===== config.mk =====
export PLATFORM = sky130hd
export DESIGN_NAME = useq_ctrl
export DESIGN_NICKNAME = d
export VERILOG_FILES = /design/src/rtl/useq_pkg.sv /design/src/rtl/useq_rom.sv /design/src/rtl/useq_map.sv /design/src/rtl/useq_next.sv /design/src/rtl/useq_ctrl.sv
export SDC_FILE = /design/constraint.sdc
export NUM_CORES = 1
export LEC_CHECK = 0
export BUFFER_PORTS_ARGS = -buffer_cell sky130_fd_sc_hd__buf_2
export CAP_MARGIN = 10
export CORE_ASPECT_RATIO = 1.5
export CORE_MARGIN = 1
export CORE_UTILIZATION = 40
export DETAILED_ROUTE_END_ITERATION = 12
export SLEW_MARGIN = 20
export SYNTH_ARGS = -nofsm -noshare
export SYNTH_HDL_FRONTEND = slang
export SYNTH_SLANG_ARGS = --single-unit

===== constraint.sdc =====
create_clock -name clk -period 2.67 [get_ports clk]
set_input_delay 0 -clock clk [delete_from_list [all_inputs] [get_ports clk]]
set_output_delay 0 -clock clk [all_outputs]
set_load 0.05 [all_outputs]

===== src/rtl/useq_pkg.sv =====
package useq_pkg;

  localparam int CTRL_W = 18;
  localparam int ALU_W  = 4;

  // control bit positions
  localparam int B_INC     = 0;
  localparam int B_MAP     = 1;
  localparam int B_ZERO    = 2;
  localparam int B_MRD     = 3;
  localparam int B_MDRV    = 4;
  localparam int B_MWR     = 5;
  localparam int B_MBR_MEM = 6;
  localparam int B_IR_LD   = 7;
  localparam int B_MAR_MBR = 8;
  localparam int B_BR_LD   = 9;
  localparam int B_PC_LD   = 10;
  localparam int B_MAR_PC  = 11;
  localparam int B_PC_INC  = 12;
  localparam int B_ALU_BR  = 13;
  localparam int B_ALU_ACC = 14;
  localparam int B_ACC_ALU = 15;
  localparam int B_ACC_BR  = 16;
  localparam int B_MBR_ACC = 17;

  // opcodes decoded at dispatch
  localparam logic [7:0] OP_ADD   = 8'h01;
  localparam logic [7:0] OP_SUB   = 8'h02;
  localparam logic [7:0] OP_AND   = 8'h03;
  localparam logic [7:0] OP_OR    = 8'h04;
  localparam logic [7:0] OP_NOT   = 8'h05;
  localparam logic [7:0] OP_SHR   = 8'h06;
  localparam logic [7:0] OP_SHL   = 8'h07;
  localparam logic [7:0] OP_MPY   = 8'h08;
  localparam logic [7:0] OP_DIV   = 8'h09;
  localparam logic [7:0] OP_JGEZ  = 8'h0A;
  localparam logic [7:0] OP_JMP   = 8'h0B;
  localparam logic [7:0] OP_HALT  = 8'h0C;
  localparam logic [7:0] OP_STORE = 8'h0D;
  localparam logic [7:0] OP_LOAD  = 8'h0E;

  // microcode layout
  localparam int A_FETCH  = 0;
  localparam int FETCH_N  = 4;
  localparam int A_IDLE   = 4;
  localparam int A_JMP    = 5;
  localparam int A_HALT   = 6;
  localparam int A_SHR    = 7;
  localparam int A_SHL    = 8;
  localparam int A_STORE  = 9;
  localparam int A_LOAD   = 11;
  localparam int A_ARITH  = 14;
  localparam int ARITH_N  = 7;
  localparam int ARITH_LEN = 3;
  localparam int A_END    = A_ARITH + ARITH_N * ARITH_LEN;

  typedef struct packed {
    logic              halt;
    logic [ALU_W-1:0]  alu;
    logic [CTRL_W-1:0] ctrl;
  } uword_t;

  function automatic logic [CTRL_W-1:0] cbit(input int n);
    return CTRL_W'(1) << n;
  endfunction

  // slot of a memory-operand ALU opcode, -1 when none
  function automatic int arith_slot(input logic [7:0] op);
    case (op)
      OP_ADD, OP_SUB, OP_AND, OP_OR, OP_NOT: return int'(op) - 1;
      OP_MPY:  return 5;
      OP_DIV:  return 6;
      default: return -1;
    endcase
  endfunction

  function automatic logic [ALU_W-1:0] slot_alu(input int slot);
    return (slot < 5) ? ALU_W'(slot + 1) : ALU_W'(slot + 3);
  endfunction

  // microcode contents, evaluated per address at elaboration
  function automatic uword_t uword_at(input int a);
    uword_t w;
    int slot;
    int step;
    w = '0;
    if (a == 0) begin
      w.ctrl = cbit(B_MAR_PC) | cbit(B_INC);
    end else if (a == 1) begin
      w.ctrl = cbit(B_MRD) | cbit(B_MBR_MEM) | cbit(B_INC);
    end else if (a == 2) begin
      w.ctrl = cbit(B_IR_LD) | cbit(B_PC_INC) | cbit(B_INC);
    end else if (a == 3) begin
      w.ctrl = cbit(B_MAR_MBR) | cbit(B_MAP);
    end else if (a == A_JMP) begin
      w.ctrl = cbit(B_PC_LD) | cbit(B_ZERO);
    end else if (a == A_HALT) begin
      w.ctrl = cbit(B_MAP);
      w.halt = 1'b1;
    end else if (a == A_SHR || a == A_SHL) begin
      w.ctrl = cbit(B_ALU_ACC) | cbit(B_ACC_ALU) | cbit(B_ZERO);
      w.alu  = (a == A_SHR) ? ALU_W'(6) : ALU_W'(7);
    end else if (a == A_STORE) begin
      w.ctrl = cbit(B_MBR_ACC) | cbit(B_INC);
    end else if (a == A_STORE + 1) begin
      w.ctrl = cbit(B_MDRV) | cbit(B_MWR) | cbit(B_ZERO);
    end else if (a == A_LOAD) begin
      w.ctrl = cbit(B_MRD) | cbit(B_MBR_MEM) | cbit(B_INC);
    end else if (a == A_LOAD + 1) begin
      w.ctrl = cbit(B_BR_LD) | cbit(B_INC);
    end else if (a == A_LOAD + 2) begin
      w.ctrl = cbit(B_ACC_BR) | cbit(B_ZERO);
    end else if (a >= A_ARITH && a < A_END) begin
      slot = (a - A_ARITH) / ARITH_LEN;
      step = (a - A_ARITH) % ARITH_LEN;
      if (step == 0) begin
        w.ctrl = cbit(B_MRD) | cbit(B_MBR_MEM) | cbit(B_INC);
      end else if (step == 1) begin
        w.ctrl = cbit(B_BR_LD) | cbit(B_INC);
      end else begin
        w.ctrl = cbit(B_ALU_BR) | cbit(B_ACC_ALU) | cbit(B_ZERO);
        if (slot != 4) w.ctrl = w.ctrl | cbit(B_ALU_ACC);
        w.alu = slot_alu(slot);
      end
    end else begin
      w.ctrl = cbit(B_ZERO);
    end
    return w;
  endfunction

  // routine entry for an opcode and accumulator sign
  function automatic int dispatch_addr(input logic [7:0] op, input logic neg);
    int slot;
    slot = arith_slot(op);
    if (slot >= 0) return A_ARITH + ARITH_LEN * slot;
    case (op)
      OP_SHR:   return A_SHR;
      OP_SHL:   return A_SHL;
      OP_JMP:   return A_JMP;
      OP_JGEZ:  return neg ? A_IDLE : A_JMP;
      OP_HALT:  return A_HALT;
      OP_STORE: return A_STORE;
      OP_LOAD:  return A_LOAD;
      default:  return A_IDLE;
    endcase
  endfunction

endpackage


===== src/rtl/useq_rom.sv =====
module useq_rom
  import useq_pkg::*;
#(
  parameter int ADDR_W = 6
) (
  input  logic [ADDR_W-1:0] addr,
  output uword_t            word
);
  localparam int DEPTH = 1 << ADDR_W;

  uword_t store [DEPTH];

  for (genvar a = 0; a < DEPTH; a++) begin : g_word
    assign store[a] = uword_at(a);
  end

  assign word = store[addr];
endmodule


===== src/rtl/useq_map.sv =====
module useq_map
  import useq_pkg::*;
#(
  parameter int ADDR_W = 6
) (
  input  logic [7:0]        opcode,
  input  logic              acc_neg,
  output logic [ADDR_W-1:0] target
);
  always_comb target = ADDR_W'(dispatch_addr(opcode, acc_neg));
endmodule


===== src/rtl/useq_next.sv =====
module useq_next #(
  parameter int ADDR_W = 6
) (
  input  logic              clk,
  input  logic              rst,
  input  logic              sel_inc,
  input  logic              sel_map,
  input  logic              sel_zero,
  input  logic [ADDR_W-1:0] target,
  output logic [ADDR_W-1:0] car
);
  logic [ADDR_W-1:0] car_nx;

  always_comb begin
    case ({sel_zero, sel_map, sel_inc})
      3'b001:  car_nx = car + ADDR_W'(1);
      3'b010:  car_nx = target;
      3'b100:  car_nx = '0;
      default: car_nx = car;
    endcase
  end

  always_ff @(posedge clk) begin
    if (rst) car <= '0;
    else     car <= car_nx;
  end
endmodule


===== src/rtl/useq_ctrl.sv =====
module useq_ctrl
  import useq_pkg::*;
#(
  parameter int ADDR_W = 6
) (
  input  logic        clk,
  input  logic        rst,
  input  logic [7:0]  opcode,
  input  logic        acc_neg,
  output logic [17:0] ctrl,
  output logic [3:0]  alu_fn,
  output logic        halted
);
  uword_t            cur;
  logic [ADDR_W-1:0] car;
  logic [ADDR_W-1:0] disp_target;
  logic              seq_inc;
  logic              seq_map;
  logic              seq_zero;

  useq_rom #(.ADDR_W(ADDR_W)) u_rom (
    .addr (car),
    .word (cur)
  );

  useq_map #(.ADDR_W(ADDR_W)) u_map (
    .opcode  (opcode),
    .acc_neg (acc_neg),
    .target  (disp_target)
  );

  assign seq_inc  = cur.ctrl[B_INC];
  assign seq_map  = cur.ctrl[B_MAP];
  assign seq_zero = cur.ctrl[B_ZERO];

  useq_next #(.ADDR_W(ADDR_W)) u_next (
    .clk      (clk),
    .rst      (rst),
    .sel_inc  (seq_inc),
    .sel_map  (seq_map),
    .sel_zero (seq_zero),
    .target   (disp_target),
    .car      (car)
  );

  assign ctrl   = cur.ctrl;
  assign alu_fn = cur.alu;
  assign halted = cur.halt;
endmodule


# Word-level counts from Yosys, hierarchy flattened
# Memory sizes are Yosys's and may differ from the RTL's.
# Index checks and enable logic that the tools add are counted.
[op_classes]
add_sub_neg = 3
n_mul = 1
n_lt_le_gt_ge = 2
eq_ne = 17
n_mux = 9
n_bitwise = 1
n_reduce_logical = 2
[ops]
columns = ["operator", "count"]
rows = [
  ["$pmux W32 S3", 1],
  ["$eq A8 B4 Y1 const B", 7],
  ["$mux W23", 2],
  ["$pmux W6 S7", 1],
  ["$eq A8 B3 Y1 const B", 4],
  ["$ge A32 B1 Y1 const B", 1],
  ["$mul A3 B32 Y6 const A", 1],
  ["$pmux W6 S3", 1],
  ["$eq A8 B2 Y1 const B", 2],
  ["$mux W6", 2],
  ["$sub A8 B1 Y9 const B", 1],
  ["$eq A8 B1 Y1 const B", 1],
  ["$ge A7 B7 Y1 const B", 1],
  ["$not A6 Y7", 1],
  ["$add A5 B6 Y6 const A", 1],
  ["$add A6 B1 Y6 const B", 1],
  ["$reduce_or A5 Y1", 1],
  ["$eq A3 B1 Y1 const B", 1],
  ["$eq A3 B2 Y1 const B", 1],
  ["$eq A3 B3 Y1 const B", 1],
  ["$reduce_bool A3 Y1", 1],
  ["$mux W1", 2],
]
[word_totals]
reg_bits = 6
rom_bits = 1472
inputBits = 11
out_inout_bits = 23
word_cells = 37
mem_count = 1
[mem_list]
columns = ["name", "words", "word_bits", "read_ports", "rd_clocked_by_memory_dff", "wr", "line", "text"]
rows = [
  ["(name not given)", 64, 23, 1, 0, 0, "useq_rom.sv:17", "assign word = store[addr];"],
]

# Logic depth before layout (Yosys ltp)
# Gate-level depths: netlist of the first run.
[depth]
word_depth = 8
depth_mapped = 15

# Hierarchy
# Synthesis of the first run repeated with hierarchy kept, for this count alone.
[hier_totals]
hier_cells = 243
area_unflattened_um2 = 1873.0
[modules_own_cells]
columns = ["module", "instances", "cells_each", "area_each_um2", "seq_area_each_um2"]
rows = [
  ["useq_map", 1, 89, 715.7, 0.0],
  ["useq_rom", 1, 94, 638.1, 0.0],
  ["useq_next", 1, 60, 519.2, 120.1],
]

# Worst setup path before layout of the first run
# OpenSTA, ideal clock, no wires.
[synth_path]
path_kind = "register -> output"
from = "reg u_next.car[0]"
to = "out ctrl[15]"
t_arrival_ps = 2860
required_ps = 2670
setup_slack_ps = -190
stages_incl_launch_ff = 8
cell_sequence = "dfxtp_1 > inv_1 > ha_1 > nand2b_1 > a21oi_1 > nor2_1 > o21ai_0 > nand2b_1"
[synth_between]
elab_chain_cells = 4
[synth_lines]
columns = ["item", "line", "text"]
rows = [
  ["start: declaration", "useq_next.sv:10", "output logic [ADDR_W-1:0] car"],
  ["start signal: assignment", "useq_next.sv:25", "else car <= car_nx;"],
  ["$not A6 Y7 (not written as such)", "useq_rom.sv:17", ""],
  ["$mem_v2 Z64 W23", "--", ""],
  ["$mux W23 (not written as such) (2 in a row)", "useq_rom.sv:17", ""],
  ["end: declaration", "useq_ctrl.sv:10", "output logic [17:0] ctrl,"],
]
# No other way between the ends. The select of a mux whose other input is x is not followed.

# Worst setup path after layout of the first run
[layout_path]
from = "in opcode[6]"
to = "reg u_next.car[4]"
[layout_between]
elab_chain_cells = 8
word_cells_on_any_way = 17
classes_between = "add/sub: 2; mul: 1; order compare: 1; eq/ne: 7; mux: 5; reduce/logical: 1"
[layout_lines]
columns = ["item", "line", "text"]
rows = [
  ["start: declaration", "useq_ctrl.sv:8", "input logic [7:0] opcode,"],
  ["$eq A8 B1 Y1, or another cell as far along", "useq_pkg.sv:69", "case (op)"],
  ["$reduce_or A5 Y1", "useq_pkg.sv:69", ""],
  ["$pmux W32 S3 (*)", "useq_pkg.sv:69", ""],
  ["$mul A3 B32 Y6", "useq_pkg.sv:135", "if (slot >= 0) return A_ARITH + ARITH_LEN * slot;"],
  ["$add A5 B6 Y6", "useq_pkg.sv:135", ""],
  ["$mux W6", "useq_pkg.sv:135", ""],
  ["$mux W6 (*)", "useq_pkg.sv:136", "case (op)"],
  ["$pmux W6 S3 (*)", "useq_next.sv:15", "case ({sel_zero, sel_map, sel_inc})"],
]
# Every way passes the cells marked *; elsewhere a longest branch is shown, timed or not.
# A chain may end at the register's enable or synchronous reset.

==> results of run 1 <==
[stage by stage]
stage                     setup slack (ns)  TNS [ns]
after global routing                -0.145    -0.303
final                             -0.00477  -0.00477
after detailed placement            -0.398     -1.03
after CTS                           0.0127         0
after global placement              -0.351    -0.967
after floorplan                    -0.0285   -0.0285
[power by group through the flow]
stage	logic (mW)	clock network [mW]	registers, mW
global route	1.09	0.149	0.128
CTS	0.979	0.140	0.124
global placement	0.957	0	0.126
detailed placement	0.965	0	0.126
floorplan	0.745	0	0.128
finish	0.999	0.140	0.125
[worst max path at each step]
stage                    from                         end  slack, ns  cells after the start
floorplan           opcode[6]  u_next.car[4]$_SDFFE_PP0P_      -0.03                      9
CTS                 opcode[6]  u_next.car[3]$_SDFFE_PP0P_       0.01                     11
finish              opcode[6]  u_next.car[4]$_SDFFE_PP0P_     -0.005                     11
detailed placement  opcode[1]  u_next.car[4]$_SDFFE_PP0P_      -0.40                     14
global route        opcode[1]  u_next.car[4]$_SDFFE_PP0P_      -0.14                     14
global placement    opcode[1]  u_next.car[4]$_SDFFE_PP0P_      -0.35                     14
[area by class of cell]
cell class | count | area share (%)
sequential | 6 | 5.10
timing repair buffer | 79 | 22.2
tap | 45 | 2.39
clock buffer | 3 | 1.75
multi-input combinational | 199 | 66.2
inverter | 14 | 2.34
[metal layers]
layer / GRT usage, % / wire, um
met1: 21.3 / 1790
met2: 49.8 / 3060
met3: 1.52 / 92
met4: 7.95 / 112
met5: 0 / 0
[cells by family after synthesis]
group,Yosys count
xor gates and xnor gates,10
and+or+nand+nor,101
buffers and inverters,34
DFF,6
adders and majority gates,20
AOI/OAI and AO/OA,63
muxes,5
[critical path: cells and delay by family]
family / cells / cell delay, ns
compound gates: 4 / 0.86
fa+ha+maj: 2 / 0.84
xor+xnor: 1 / 0.16
simple gates: 2 / 0.65
buf+inv: 2 / 0.29
[cell usage in the layout (no fill, tap or decap), drive strengths merged, types with 5 or more instances in the layout]
| cell type | n |
|---|---|
| buf | 78 |
| nor2 | 29 |
| nand2 | 22 |
| a21oi | 19 |
| ha | 18 |
| inv | 13 |
| o21ai | 11 |
| nor2b | 8 |
| xnor2 | 7 |
| nand2b | 6 |
| dfxtp | 6 |
| nand3 | 5 |
[timing repair]
| item | in CTS | in global routing |
|---|---|---|
| pin swaps | 10 | 8 |
| gates resized for setup | 10 | 18 |
| setup endpoints to repair | 3 | 3 |
| buffers inserted | 1 | 2 |
==> implementation parameters, run 1 <==
Parameter                              Value

Status
  Outcome    finished with violations
  Failing checks    negative setup slack

Floorplan
  Placement row count    28
  Die Footprint    0.00439 mm2
  Initial core utilization    41.7%
  Count of boundary I/O pins    34
  DIE HEIGHT    80.6 um
  Placeable core area    0.00396 mm2
  Width of the die    54.4 um

Final layout
  Sequential cell area    120 um2
  Fill cell count    378
  Post-layout instance count excluding filler cells    346
  Reg with most FFs    u_next.car
  ANT cells    0
  Final net count    334
  Area delta synth->final    42.9%
  Top flop regs    u_next.car: 6 flops
  Final core utilization    59.5%
  Share of final-layout standard cells stronger than drive strength 1    39.5%
  Max FFs per register    6
  Total non-filler cell area in the finished layout    0.00236 mm2
  Footprint of the multi-input gates    0.00156 mm2

Flow run
  Max_cap viols    0

Detailed routing
  Vias post-DR    1954
  Number of detailed-routing iterations run before antenna repair    4
  Total Routed Length    5060 um
  Violation count after the first detailed-routing iteration    22
  DRT antenna net count    0
  Remaining routing DRC violations    0
  Via density    5.65
  Routed WL per cell    14.6 um

Synthesis
  Cell types occupying the most area after synthesis    ha_1 (14%), dfxtp_1 (7.3%), nor2_1 (6.4%)
  Synth cell count leaders    nor2_1 (28), nand2_1 (22), a21oi_1 (19), ha_1 (18), inv_1 (11)
  Fraction of synthesized area in multiplexers    3.19%
  Fraction of the mapped netlist area in simple logic gates    32.3%
  Post-synthesis xor/xnor area fraction    5.31%
  Portion of the post-synthesis area used by sequential elements    7.28%
  Share of synthesized cell area in full adder, half adder and majority cells    16.1%
  Largest family of logic cells by synthesized area    simple AND/OR/NAND/NOR gates
  Warning count from the yosys run    0
  Main flop type after synthesis    dfxtp_1
  Library cell with the highest instance count after synthesis    nor2_1
  Compound-Gate Fraction of Synth Area    26.3%
  Largest area contributor in the synthesized netlist    ha_1
  Avg Synthesized Cell Area    6.90 um2
  Post-Synthesis Cell Area    0.00165 mm2
  Synth unique cells    60
  Post-synthesis net count    270
  Mapped Cells    239
  Number of enable-type register cells in the synthesized netlist    0
  Seq cells post-synth    6
  Async set-or-reset flop fraction in the synthesized netlist    0%
  Fraction of synthesized cell area taken by the top area cell type    13.7%

Timing
  Tightest Pin Transition    0.505 ns
  Final Setup Violations    1
  Hold slack    0.0259 ns
  Tmin final    2.67 ns
  Setup repair after global routing missed its margin    true
  Fraction of the cycle the final worst path needs    100%
  Post-route worst setup slack    -0.00477 ns
  Clock skew after layout    0.00421 ns
  Final number of hold-violating endpoints    0
  Slew headroom    66.3%
  Peak clock frequency supported by timing    374 MHz
  Max Transition Viols Final    0

Clocking
  Clock latency reported for the late side of the worst-skew pair    0.23 ns
  Cts-stage hold buffer count    0
  TritonCTS Buffers    3
  Register clock-pin slew on the reported worst setup and hold paths    0.03 ns
  H-tree Lvls    1
  Clock tree from TritonCTS    built
  Clock tree buffer depth    2
  Number of sinks driven by the clock tree    6
  Master cell of the clock root buffer    clkbuf_8

Critical path
  Required arrival time at the worst endpoint    2.79 ns
  Setup slack on the worst flop-to-flop path    0.53 ns
  Setup crit end kind    register
  Arr. time, crit path    2.80 ns
  Worst Path Max Fanout    3
  Startpoint class of the critical path    primary input
  Type of the worst setup path    in -> reg
  Worst Reg-to-Reg Cells    7
  Ordered cell list for the critical path    buf_6, or4_4, a2111oi_4, buf_4, a21oi_4, fa_1, fa_2, xor2_1, nand2_1, o22a_1, a2111oi_2
  Slowest stage cell, crit path    or4_4
  Critical Path Max Stage Delay    0.58 ns
  Reg2reg end    u_next.car[3]$_SDFFE_PP0P_
  Startpoint of the worst-slack reg-to-reg timing path    u_next.car[1]$_SDFFE_PP0P_

Power and ir drop
  Leakage    1.05 nW
  P_sw    726 uW
  Power density normalized to cell area    536 mW/mm2
  Logic gate share of total power    79.1%
  Maximum VDD drop    0.473 mV
  Clock network power share    11.1%
  Total power after layout    1.26 mW
  Switching share of total power    57.5%
  Part of the power in registers    9.9%
  Total internal power    537 uW

Global routing
  Pin count of the biggest net entering global routing    24
  Sum of overflow across all layers after global routing    0
  Vias in the first global route    1762
  Overall routing resource usage    23.6%
  Number of antenna violations at the first check in global routing    0
  Wire length of the first global-routing pass    7690 um

Hold path
  Hold Path Cell Cnt    2
  Hold endpoint    u_next.car[4]$_SDFFE_PP0P_
  Start point of the worst min-delay path    rst
  Class of the worst hold path    in -> reg

Placed design
  Estimated wirelength of the detail-placed design    4040 um
  Port Buffers    33
  Cell Count Post-Placement    340
  Final estimated routing congestion in global placement    0.844
  Placed standard-cell area    0.00214 mm2
Note: power is estimated with default switching activity, not from simulation.
==> run 2, diff against run 1 <==
--- a/config.mk
+++ b/config.mk
@@ -9,8 +9,10 @@
 export CAP_MARGIN = 10
 export CORE_ASPECT_RATIO = 1.5
 export CORE_MARGIN = 1
-export CORE_UTILIZATION = 40
+export CORE_UTILIZATION = 51
 export DETAILED_ROUTE_END_ITERATION = 12
+export PLACE_DENSITY = 0.78
+export SKIP_LAST_GASP = 1
 export SLEW_MARGIN = 20
 export SYNTH_ARGS = -nofsm -noshare
 export SYNTH_HDL_FRONTEND = slang
==> implementation parameters, run 2 (synthesis results as in run 1) <==
Parameter                              Value

Clocking
  Number of sinks driven by the clock tree    6 (unchanged)
  Cts-stage hold buffer count    0 (unchanged)
  Clock latency reported for the late side of the worst-skew pair    0.24 ns (was 0.23 ns)
  Master cell of the clock root buffer    clkbuf_8 (unchanged)
  H-tree Lvls    1 (unchanged)
  Clock tree from TritonCTS    built (unchanged)
  Register clock-pin slew on the reported worst setup and hold paths    0.04 ns (was 0.03 ns)
  TritonCTS Buffers    3 (unchanged)
  Clock tree buffer depth    2 (unchanged)

Global routing
  Sum of overflow across all layers after global routing    0 (unchanged)
  Vias in the first global route    1980 (was 1762)
  Number of antenna violations at the first check in global routing    0 (unchanged)
  Wire length of the first global-routing pass    8380 um (was 7690 um)
  Overall routing resource usage    30.3% (was 23.6%)
  Pin count of the biggest net entering global routing    24 (unchanged)

Power and ir drop
  Power density normalized to cell area    565 mW/mm2 (was 536 mW/mm2)
  Maximum VDD drop    0.457 mV (was 0.473 mV)
  Leakage    1.03 nW (was 1.05 nW)

Placed design
  Final estimated routing congestion in global placement    0.925 (was 0.844)
  Cell Count Post-Placement    330 (was 340)
  Port Buffers    33 (unchanged)
  Estimated wirelength of the detail-placed design    4020 um (was 4040 um)

Timing
  Setup repair after global routing missed its margin    true (unchanged)
  Slew headroom    57.7% (was 66.3%)
  Peak clock frequency supported by timing    364 MHz (was 374 MHz)
  Post-route worst setup slack    -0.0764 ns (was -0.00477 ns)
  Tmin final    2.75 ns (was 2.67 ns)
  Clock skew after layout    0.0107 ns (was 0.00421 ns)
  Max Transition Viols Final    0 (unchanged)
  Final number of hold-violating endpoints    0 (unchanged)
  Fraction of the cycle the final worst path needs    103% (was 100%)
  Final Setup Violations    3 (was 1)
  Tightest Pin Transition    0.629 ns (was 0.505 ns)

Final layout
  Final core utilization    77.7% (was 59.5%)
  Post-layout instance count excluding filler cells    337 (was 346)
  Max FFs per register    6 (unchanged)
  Top flop regs    u_next.car: 6 flops (unchanged)
  Leading cell type in the layout, fill and taps excluded    buf_4 (unchanged)
  ANT cells    0 (unchanged)
  Final net count    331 (was 334)
  Fill cell count    231 (was 378)
  Most frequent cells in the layout    buf_4 (43), buf_2 (30), nor2_1 (27), nand2_1 (22), a21oi_1 (17) (was buf_4 (45), buf_2 (31), nor2_1 (28), nand2_1 (21), a21oi_1 (17))
  Area delta synth->final    41.5% (was 42.9%)
  Share of final-layout standard cells stronger than drive strength 1    38.3% (was 39.5%)
  Reg with most FFs    u_next.car (unchanged)

Detailed routing
  DRT antenna net count    0 (unchanged)
  Routed WL per cell    17.0 um (was 14.6 um)
  Total Routed Length    5710 um (was 5060 um)
  Remaining routing DRC violations    0 (unchanged)
  Number of detailed-routing iterations run before antenna repair    4 (unchanged)
  Vias post-DR    2057 (was 1954)
  Violation count after the first detailed-routing iteration    75 (was 22)
  Via density    6.10 (was 5.65)

Hold path
  Class of the worst hold path    in -> reg (unchanged)

Critical path
  Setup slack on the worst flop-to-flop path    0.39 ns (was 0.53 ns)
  Ordered cell list for the critical path    buf_6, or4_4, nor3b_4, nor2b_4, a21oi_2, fa_2, ha_4, a21o_1, a21oi_2, xnor2_1, xnor2_1, o41ai_2 (was buf_6, or4_4, a2111oi_4, buf_4, a21oi_4, fa_1, fa_2, xor2_1, nand2_1, o22a_1, a2111oi_2)
  Setup crit end kind    register (unchanged)
  Arr. time, crit path    2.88 ns (was 2.80 ns)
  Type of the worst setup path    in -> reg (unchanged)
  Critical Path Max Stage Delay    0.58 ns (about the same)
  Slowest stage cell, crit path    or4_4 (unchanged)
  Required arrival time at the worst endpoint    2.81 ns (was 2.79 ns)
  Startpoint class of the critical path    primary input (unchanged)
  Worst Path Max Fanout    3 (unchanged)

Status
  Failing checks    negative setup slack (unchanged)
  Outcome    finished with violations (unchanged)

Floorplan
  Placeable core area    0.00300 mm2 (was 0.00396 mm2)
  DIE HEIGHT    71.6 um (was 80.6 um)
  Width of the die    48.4 um (was 54.4 um)
  Die Footprint    0.00347 mm2 (was 0.00439 mm2)
  Initial core utilization    54.9% (was 41.7%)
  Count of boundary I/O pins    34 (unchanged)
  Placement row count    24 (was 28)

Flow run
  Max_cap viols    0 (unchanged)
==> run 2: timing repair <==
| item | 4_1_cts | 5_1_grt |
|---|---|---|
| cloned | 0 | 0 |
| buffers inserted | 2 | 2 |
| endpoints found under the setup margin | 3 | 3 |
| pin swaps | 10 | 12 |
| gates resized for setup | 10 | 16 |
==> run 2: area by class of cell <==
class | instances | area, um2 | share of cell area (%)
well taps | 39 | 48.8 | 2.09
flip-flops and latches | 6 | 120 | 5.15
clock buffers | 3 | 41.3 | 1.77
inverters | 14 | 52.6 | 2.25
repair buffers | 76 | 507 | 21.7
multi-input cells | 199 | 1560 | 67.0
==> run 2: worst paths after layout <==
kind / from / to / cells after the start
setup / recovery: opcode[6] / u_next.car[5]$_SDFFE_PP0P_ / 12
setup reg to reg: u_next.car[0]$_SDFFE_PP0P_ / u_next.car[3]$_SDFFE_PP0P_ / 7
hold reg to reg: u_next.car[0]$_SDFFE_PP0P_ / u_next.car[0]$_SDFFE_PP0P_ / 3
hold / removal: rst / u_next.car[4]$_SDFFE_PP0P_ / 2
==> run 2: power by group <==
part / internal (mW) / switching (mW)
combinational: 0.336 / 0.705
clock: 0.0976 / 0.0471
sequential: 0.109 / 0.0228
total: 0.543 / 0.775
==> run 2: worst max-delay path: cells and delay by family <==
kind,cells,cell delay [ns]
xor+xnor,2,0.25
compound gates,4,0.67
fa+ha+maj,2,0.78
simple gates,3,1.09
buf+inv,1,0.09
==> run 2: metal layers <==
| metal | share of wire [%] | up-vias | GRT usage (%) |
|---|---|---|---|
| met5 | 0 | - | 0 |
| li1 | - | 969 | - |
| met4 | 7.1 | 0 | 21.9 |
| met1 | 34 | 948 | 28.2 |
| met2 | 55 | 97 | 60.9 |
| met3 | 4.1 | 43 | 2.12 |
==> run 2: through the flow <==
| stage | cell area, um2 | setup TNS (ns) | setup slack (ns) | hold slack, ns | power, mW |
|---|---|---|---|---|---|
| floorplan | 1710 | -0.0285 | -0.0285 | 0.0768 | 0.873 |
| global route | 2330 | -0.413 | -0.193 | 0.0454 | 1.39 |
| finish | 2330 | -0.141 | -0.0764 | 0.0404 | 1.32 |
| detailed placement | 2100 | -1.03 | -0.439 | 0.250 | 1.10 |
| CTS | 2220 | -0.0591 | -0.0347 | 0.00139 | 1.26 |
| global placement | 2100 | -0.724 | -0.269 | 0.239 | 1.08 |
==> run 3, diff against run 2 <==
--- a/config.mk
+++ b/config.mk
@@ -11,8 +11,8 @@
 export CORE_MARGIN = 1
 export CORE_UTILIZATION = 51
 export DETAILED_ROUTE_END_ITERATION = 12
+export MAX_ROUTING_LAYER = met4
 export PLACE_DENSITY = 0.78
-export SKIP_LAST_GASP = 1
 export SLEW_MARGIN = 20
 export SYNTH_ARGS = -nofsm -noshare
 export SYNTH_HDL_FRONTEND = slang
==> implementation parameters, run 3 (synthesis results as in run 1) <==
Parameter                              Value

Timing
  Slew headroom    61.8% (was 57.7%)
  Final Setup Violations    3 (unchanged)
  Peak clock frequency supported by timing    357 MHz (was 364 MHz)
  Final number of hold-violating endpoints    0 (unchanged)
  Setup repair after global routing missed its margin    true (unchanged)
  Tmin final    2.80 ns (was 2.75 ns)
  Fraction of the cycle the final worst path needs    105% (was 103%)
  Tightest Pin Transition    0.572 ns (was 0.629 ns)
  Clock skew after layout    0.0108 ns (was 0.0107 ns)
  Total negative slack    -0.288 ns (was -0.141 ns)
  Max Transition Viols Final    0 (unchanged)
  Post-route worst setup slack    -0.133 ns (was -0.0764 ns)

Final layout
  ANT cells    0 (unchanged)
  Leading cell type in the layout, fill and taps excluded    buf_4 (unchanged)
  Most frequent cells in the layout    buf_4 (43), buf_2 (30), nor2_1 (27), nand2_1 (22), a21oi_1 (17) (unchanged)
  Post-layout instance count excluding filler cells    337 (unchanged)
  Top flop regs    u_next.car: 6 flops (unchanged)
  Final net count    331 (unchanged)
  Area delta synth->final    42.1% (was 41.5%)
  Fill cell count    227 (was 231)
  Max FFs per register    6 (unchanged)
  Share of final-layout standard cells stronger than drive strength 1    38.3% (unchanged)
  Reg with most FFs    u_next.car (unchanged)
  Total non-filler cell area in the finished layout    0.00234 mm2 (was 0.00233 mm2)

Clocking
  Master cell of the clock root buffer    clkbuf_8 (unchanged)
  Register clock-pin slew on the reported worst setup and hold paths    0.04 ns (about the same)
  Clock tree from TritonCTS    built (unchanged)
  Clock tree buffer depth    2 (unchanged)
  Number of sinks driven by the clock tree    6 (unchanged)
  TritonCTS Buffers    3 (unchanged)
  Clock latency reported for the late side of the worst-skew pair    0.23 ns (was 0.24 ns)
  H-tree Lvls    1 (unchanged)

Placed design
  Placed standard-cell area    0.00210 mm2 (unchanged)
  Cell Count Post-Placement    330 (unchanged)
  Pre-CTS WS    -0.439 ns (unchanged)
  Estimated wirelength of the detail-placed design    4020 um (unchanged)
  Final estimated routing congestion in global placement    0.941 (was 0.925)
  Port Buffers    33 (unchanged)

Floorplan
  Width of the die    48.4 um (unchanged)
  Initial core utilization    54.9% (unchanged)
  Count of boundary I/O pins    34 (unchanged)
  Die Footprint    0.00347 mm2 (unchanged)
  Placeable core area    0.00300 mm2 (unchanged)
  Placement row count    24 (unchanged)
  DIE HEIGHT    71.6 um (unchanged)

Detailed routing
  Vias post-DR    2067 (was 2057)
  Number of detailed-routing iterations run before antenna repair    4 (unchanged)
  Violation count after the first detailed-routing iteration    112 (was 75)
  Remaining routing DRC violations    0 (unchanged)
  Via density    6.13 (was 6.10)
  Total Routed Length    5650 um (was 5710 um)
  DRT antenna net count    0 (unchanged)
  Routed WL per cell    16.8 um (was 17.0 um)

Power and ir drop
  Total power after layout    1.32 mW (about the same)
  Maximum VDD drop    0.436 mV (was 0.457 mV)
  Power density normalized to cell area    561 mW/mm2 (was 565 mW/mm2)
  Leakage    1.03 nW (about the same)

Global routing
  Met2 Track Usage GR    61.7% (was 60.9%)
  Number of antenna violations at the first check in global routing    0 (unchanged)
  Sum of overflow across all layers after global routing    0 (unchanged)
  Wire length of the first global-routing pass    8480 um (was 8380 um)
  Routing layer with the top usage in global route    met2 (unchanged)
  Vias in the first global route    1987 (was 1980)
  Grt met1 use    28.7% (was 28.2%)
  Overall routing resource usage    31.7% (was 30.3%)
  Global Route met3 Usage    3.18% (was 2.12%)
  Pin count of the biggest net entering global routing    24 (unchanged)

Critical path
  Worst Path Max Fanout    3 (unchanged)
  Slowest stage cell, crit path    or4_4 (unchanged)
  Ordered cell list for the critical path    buf_6, or4_4, nor3b_4, nor2b_4, a21oi_2, fa_2, ha_4, a21o_1, a21oi_2, xnor2_1, xnor2_1, o41ai_2 (unchanged)
  Critical Path Max Stage Delay    0.58 ns (about the same)
  CP bufs+invs    1 (unchanged)
  Type of the worst setup path    in -> reg (unchanged)
  Setup crit end kind    register (unchanged)
  Startpoint class of the critical path    primary input (unchanged)
  Arr. time, crit path    2.94 ns (was 2.88 ns)
  Required arrival time at the worst endpoint    2.80 ns (was 2.81 ns)
  Dominant delay contributor by cell family on the critical path    simple AND/OR/NAND/NOR gates (unchanged)

Flow run
  Max_cap viols    0 (unchanged)

Hold path
  Class of the worst hold path    in -> reg (unchanged)

Status
  Failing checks    negative setup slack (unchanged)
  Outcome    finished with violations (unchanged)
## run 3: where the power goes
part	internal (mW)	switching (mW)
combinational	0.338	0.703
sequential	0.109	0.0226
clock	0.0974	0.0458
## run 3: final cells by class
class	count	area, um2	share of cell area (%)
clock buffers	3	41.3	1.76
inverters	14	52.6	2.24
multi-input cells	199	1570	67.2
flip-flops and latches	6	120	5.13
well taps	39	48.8	2.08
repair buffers	76	507	21.6
## run 3: metal layers
metal  share of wire, %  wire [um]  up-vias
li1                   -          -      970
met1                 33       1870      956
met2                 56       3150      103
met3                4.5        252       38
met4                6.5        368        0
met5                  0          0        -
## run 3: metrics by stage
| stage | hold WS, ns | utilization (%) |
|---|---|---|
| after floorplan | 0.0768 | - |
| after global placement | 0.239 | 70.0 |
| after detailed placement | 0.250 | 70.0 |
| after CTS | 0.00139 | 74.3 |
| after global routing | 0.0421 | 78.0 |
| final | 0.0288 | 78.0 |
## run 3: path summary, 6_finish.rpt
path,startpoint,to,slack [ns],depth (start not counted)
setup / recovery,opcode[6],u_next.car[5]$_SDFFE_PP0P_,-0.13,12
hold / removal,rst,u_next.car[4]$_SDFFE_PP0P_,0.03,2
setup reg to reg,u_next.car[0]$_SDFFE_PP0P_,u_next.car[3]$_SDFFE_PP0P_,0.40,7
hold reg to reg,u_next.car[0]$_SDFFE_PP0P_,u_next.car[0]$_SDFFE_PP0P_,0.76,3
## run 3: timing repair
| action | 4_1_cts | 5_1_grt |
|---|---|---|
| resized for setup | 11 | 16 |
| pin swaps | 11 | 12 |
| hold buffers | 0 | 0 |
| endpoints found under the setup margin | 3 | 3 |
| setup buffers | 2 | 2 |
